===== src/rtl/sfc_pkg.sv =====
package sfc_pkg;

    typedef enum logic {
        SEL_STATUS = 1'b0,
        SEL_DATA   = 1'b1
    } reg_sel_e;

    typedef struct packed {
        logic flag;
        logic arm;
    } cell_state_t;

    typedef struct packed {
        logic arm_stb;
        logic clr_stb;
        logic gate_ok;
    } access_t;

endpackage


===== src/rtl/sfc_cfg_reg.sv =====
module sfc_cfg_reg (
    input  logic clk,
    input  logic rst_n,
    input  logic cfg_wr,
    input  logic cfg_val,
    output logic clr_en
);
    logic en_d, en_q;

    always_comb begin
        en_d = en_q;
        if (cfg_wr) begin
            en_d = cfg_val;
        end
    end

    always_ff @(posedge clk or negedge rst_n) begin
        if (!rst_n) begin
            en_q <= 1'b0;
        end else begin
            en_q <= en_d;
        end
    end

    assign clr_en = en_q;

    p_cfg_load_r4: assert property (@(posedge clk) disable iff (!rst_n)
        cfg_wr |=> (en_q == $past(cfg_val)));

endmodule


===== src/rtl/sfc_access_decode.sv =====
module sfc_access_decode
    import sfc_pkg::*;
(
    input  logic    bus_rd,
    input  logic    bus_wr,
    input  logic    reg_sel,
    input  logic    brk_i,
    input  logic    clr_en,
    output access_t acc
);
    logic status_rd;
    logic data_acc;

    always_comb begin
        status_rd   = bus_rd && (reg_sel == SEL_STATUS);
        data_acc    = (bus_rd || bus_wr) && (reg_sel == SEL_DATA);
        acc.gate_ok = !brk_i || clr_en;
        acc.arm_stb = status_rd && acc.gate_ok;
        acc.clr_stb = data_acc && acc.gate_ok;
    end

endmodule


===== src/rtl/sfc_flag_cell.sv =====
module sfc_flag_cell
    import sfc_pkg::*;
(
    input  logic    clk,
    input  logic    rst_n,
    input  logic    set_i,
    input  access_t acc,
    output logic    flag_o
);
    cell_state_t st_d, st_q;

    always_comb begin
        st_d = st_q;
        if (acc.arm_stb) begin
            st_d.arm = st_q.flag;
        end
        if (acc.clr_stb && st_q.arm) begin
            st_d.flag = 1'b0;
            st_d.arm  = 1'b0;
        end
        if (set_i) begin
            st_d.flag = 1'b1;
            st_d.arm  = 1'b0;
        end
    end

    always_ff @(posedge clk or negedge rst_n) begin
        if (!rst_n) begin
            st_q <= '0;
        end else begin
            st_q <= st_d;
        end
    end

    assign flag_o = st_q.flag;

    p_set_wins_r9: assert property (@(posedge clk) disable iff (!rst_n)
        set_i |=> (st_q.flag && !st_q.arm));

    p_clear_needs_arm_r3: assert property (@(posedge clk) disable iff (!rst_n)
        (st_q.flag && !st_q.arm) |=> st_q.flag);

    p_arm_from_flag_r10: assert property (@(posedge clk) disable iff (!rst_n)
        $rose(st_q.arm) |-> $past(st_q.flag));

    p_no_arm_frozen_r6: assert property (@(posedge clk) disable iff (!rst_n)
        (!acc.gate_ok && !st_q.arm) |=> !st_q.arm);

    p_arm_kept_frozen_r7: assert property (@(posedge clk) disable iff (!rst_n)
        (!acc.gate_ok && st_q.arm && !set_i) |=> st_q.arm);

endmodule


===== src/rtl/sfc_status_unit.sv =====
module sfc_status_unit
    import sfc_pkg::*;
#(
    parameter int NUM_FLAGS = 4
) (
    input  logic                 clk,
    input  logic                 rst_n,
    input  logic [NUM_FLAGS-1:0] set_evt,
    input  logic                 bus_rd,
    input  logic                 bus_wr,
    input  logic                 reg_sel,
    input  logic                 brk_i,
    input  logic                 cfg_wr,
    input  logic                 cfg_val,
    output logic                 clr_en_o,
    output logic [NUM_FLAGS-1:0] flags_o
);
    localparam int FLAG_MSB = NUM_FLAGS - 1;

    logic    clr_en;
    access_t acc;

    sfc_cfg_reg u_cfg (
        .clk     (clk),
        .rst_n   (rst_n),
        .cfg_wr  (cfg_wr),
        .cfg_val (cfg_val),
        .clr_en  (clr_en)
    );

    sfc_access_decode u_dec (
        .bus_rd  (bus_rd),
        .bus_wr  (bus_wr),
        .reg_sel (reg_sel),
        .brk_i   (brk_i),
        .clr_en  (clr_en),
        .acc     (acc)
    );

    for (genvar i = 0; i <= FLAG_MSB; i++) begin : g_cell
        sfc_flag_cell u_cell (
            .clk    (clk),
            .rst_n  (rst_n),
            .set_i  (set_evt[i]),
            .acc    (acc),
            .flag_o (flags_o[i])
        );
    end

    assign clr_en_o = clr_en;

    p_frozen_flags_r5: assert property (@(posedge clk) disable iff (!rst_n)
        (brk_i && !clr_en && (set_evt == '0)) |=> (flags_o == $past(flags_o)));

    p_set_visible_r1: assert property (@(posedge clk) disable iff (!rst_n)
        (set_evt != '0) |=> ((flags_o & $past(set_evt)) == $past(set_evt)));

endmodule


===== config.mk =====
export PLATFORM = sky130hd
export DESIGN_NAME = sfc_status_unit
export DESIGN_NICKNAME = d
export VERILOG_FILES = /design/src/rtl/sfc_pkg.sv /design/src/rtl/sfc_cfg_reg.sv /design/src/rtl/sfc_access_decode.sv /design/src/rtl/sfc_flag_cell.sv /design/src/rtl/sfc_status_unit.sv
export SDC_FILE = /design/constraint.sdc
export NUM_CORES = 1
export LEC_CHECK = 0
export BUFFER_PORTS_ARGS = -buffer_cell sky130_fd_sc_hd__buf_2
export CAP_MARGIN = 10
export CORE_AREA = 2 2 39 41
export DETAILED_ROUTE_END_ITERATION = 6
export DIE_AREA = 0 0 41 43
export GPL_ROUTABILITY_DRIVEN = 0
export REMOVE_ABC_BUFFERS = 1
export SYNTH_ARGS = -nofsm -noshare
export SYNTH_HDL_FRONTEND = slang
export SYNTH_HIERARCHICAL = 1
export SYNTH_SLANG_ARGS = --single-unit

===== constraint.sdc =====
create_clock -name clk -period 1.4 [get_ports clk]
set_input_delay 0.28 -clock clk [delete_from_list [all_inputs] [get_ports clk]]
set_output_delay 0.28 -clock clk [all_outputs]
set_load 0.1 [all_outputs]

==> summary.txt <==
Hold path
  – Start point of the worst min-delay path: set_evt[3]
  – Worst Hold End: g_cell[3].u_cell/st_q[0]
  – Hold Crit Depth: 2
  – Hold Crit Class: input port to flop

Setup path
  – WP buf/inv: 1
  – Crit Reg-Reg Startpoint: u_cfg/clr_en
  – Cell-by-cell trace of the critical path: buf_2
  – Capturing point of the worst reg2reg path: g_cell[1].u_cell/st_q[0]
  – Maximum cell stage delay along the critical path: ~0.44 ns
  – Arrival @ worst endpoint: ~1.1 ns
  – Endpoint type of the worst setup path: output port
  – Worst setup path class: flop to output port
  – Library cell contributing the largest single delay on the critical path: sky130_fd_sc_hd__buf_2
  – Cell class contributing the biggest share of worst-path delay: buffers and inverters
  – Reg2reg path depth: 5
  – Setup slack of the worst register-to-register path: around 0.17 ns
  – Required arrival time at the worst endpoint: ~1.1 ns
  – Type of element launching the critical path: flop
  – CP max FO: 3

STA
  – Count of final setup violators: 0
  – RSZ-0062 raised after global routing: no
  – Fmax achieved: approximately 0.75 GHz
  – Final period utilization: 95.9%
  – Total count of max-transition violations in the final report: 0
  – Measured slew at the worst slew-check pin: slightly below 0.5 ns
  – Setup tns final: 0 ns
  – Clk_skew: roughly 0.00024 ns
  – Max transition margin: about two thirds
  – Final hold violations: 0
  – Min cycle time layout: about 1.3 ns

Detailed routing
  – Metal2 WL: between 300 and 400 um
  – Highest metal used: met3
  – Number of remaining DRC errors: 0
  – Count of TritonRoute iterations in the first routing pass: 2
  – Routed length per placed instance: ~11 um
  – Avg Vias per Cell: roughly 4.5
  – Routed wl met3: ~56 um
  – First DRT Iteration DRCs: 3
  – Final ANT Viol Nets: 0
  – Total wirelength of the detailed-routed design: 724 um
  – DR vias: about 310
  – Met1 wire length: 300 um

Run
  – Max-cap violations: 0

Placed design
  – Detailed placement HPWL: around 600 um
  – Input/output buffers: 16
  – Number of cells in the design after placement: 63
  – Total cell area at the placement stage: 533 um2

Status
  – Status: finished clean

Clock network
  – Clock Root Buffer: sky130_fd_sc_hd__clkbuf_4
  – Setup repair bufs after CTS: 0
  – Number of CTS-inserted buffers: 3
  – CTS clock-pin slew for the worst setup and hold paths: roughly 0.06 ns
  – Clock tree from TritonCTS: done
  – Maximum count of clock buffers along a single path: 2
  – Total number of clock tree sinks: 9
  – Insertion delay of the later-clocked pin in the worst-skew pair: ~0.25 ns
  – H-tree depth: 1

Floorplanning
  – Horiz. Die Dim: about 41 um
  – Core Region: approximately 1400 um2
  – Count of pins on the block boundary: 17
  – FP Rows: 14
  – Chip Height: roughly 43 um
  – Die area: about 1800 um2
  – Initial Util: slightly below 30%

Synthesis
  – Mapped Avg Cell Area: approximately 14 um2
  – Post-synth design cell area: 410 um2
  – Warnings, synthesis: 6
  – Number of standard cells after synthesis: 30

Power
  – Leakage Power: ~0.00025 uW
  – Power density over cell area: 1090 nW/um2
  – Largest vdd supply drop: 0.449 mV

Global routing
  – Maximum number of pins on one net before global-route repair: 10
  – Total track usage: 11.4%
  – Antenna violations before repair: 0
  – Vias in the first global route: 314
  – Grt total ovfl: 0
  – Wire length of the first global-routing pass: about 1300 um

Layout
  – Commonest non-fill, non-tap cell in the layout: sky130_fd_sc_hd__buf_2
  – Fill cell total of the finished layout: 142
  – Nets: 65
  – Final Util: between 40% and 50%
  – Layout cell share with drive strength beyond 1: between 50% and 60%
  – Final design instance area without fill: roughly 570 um2
  – Count of antenna diodes in the layout: 0
  – Leading cell types in the layout, fill and taps excluded: 14 x sky130_fd_sc_hd__buf_2, 9 x sky130_fd_sc_hd__dfrtp_1, 5 x sky130_fd_sc_hd__nor3b_2
  – Layout-stage area growth over the synthesis result: 39.3%
  – Count of non-filler cells in the finished layout: approximately 70
==> per-layer routing <==
metal | up-vias | GRT usage [%]
met1 | 144 | 14.8
met4 | 0 | 6.00
li1 | 148 | -
met5 | - | 0
met2 | 14 | 15.3
met3 | 0 | 5.24
==> repair_timing <==
action,CTS,global route
hold buffers,1,0
gates resized for setup,0,1
setup endpoints to repair,0,1
endpoints found under the hold margin,9,0
==> worst max path at each step <==
| stage | from | to | slack, ns | cells after the start |
|---|---|---|---|---|
| 3_5_place_dp | u_cfg/clr_en | g_cell[1].u_cell/st_q[0] | 0.17 | 5 |
| 6_report | g_cell[3].u_cell/flag_o | flags_o[3] | 0.06 | 1 |
| 5_1_grt | g_cell[0].u_cell/flag_o | flags_o[0] | 0.01 | 1 |
| 4_1_cts | g_cell[1].u_cell/flag_o | flags_o[1] | 0.04 | 1 |
| 3_3_place_gp | u_cfg/clr_en | g_cell[3].u_cell/st_q[0] | 0.18 | 5 |
| 2_1_floorplan | u_cfg/clr_en | g_cell[0].u_cell/st_q[0] | -0.42 | 4 |
==> metrics by stage <==
| step | hold WS [ns] | power [uW] | setup slack [ns] |
|---|---|---|---|
| 2_1_floorplan | -0.0156 | 382 | -0.418 |
| 3_3_place_gp | 0.142 | 433 | 0.181 |
| 3_5_place_dp | 0.144 | 434 | 0.165 |
| 4_1_cts | 0.182 | 637 | 0.0433 |
| 5_1_grt | 0.182 | 666 | 0.00958 |
| 6_report | 0.194 | 623 | 0.0580 |
==> report_power, final <==
group / internal [uW] / total, uW / switching (uW)
Sequential: 276 / 288 / 12.6
Combinational: 55.1 / 142 / 86.7
Clock: 109 / 193 / 84.1
Total: 440 / 623 / 183
==> flip-flops by register name (all words and copies together), names as in the netlist <==
name and count:
g_cell.u_cell/flag_o 4, g_cell.u_cell/st_q 4, u_cfg/clr_en 1
==> final cells by class <==
class                      instances  area [um2]  share of cell area, %
multi-input combinational         21         185                   32.4
timing repair buffer              18         115                   20.1
sequential                         9         225                   39.4
tap                               16        20.0                   3.50
clock buffer                       4        26.3                   4.60
Note: power is estimated with default switching activity, not from simulation.
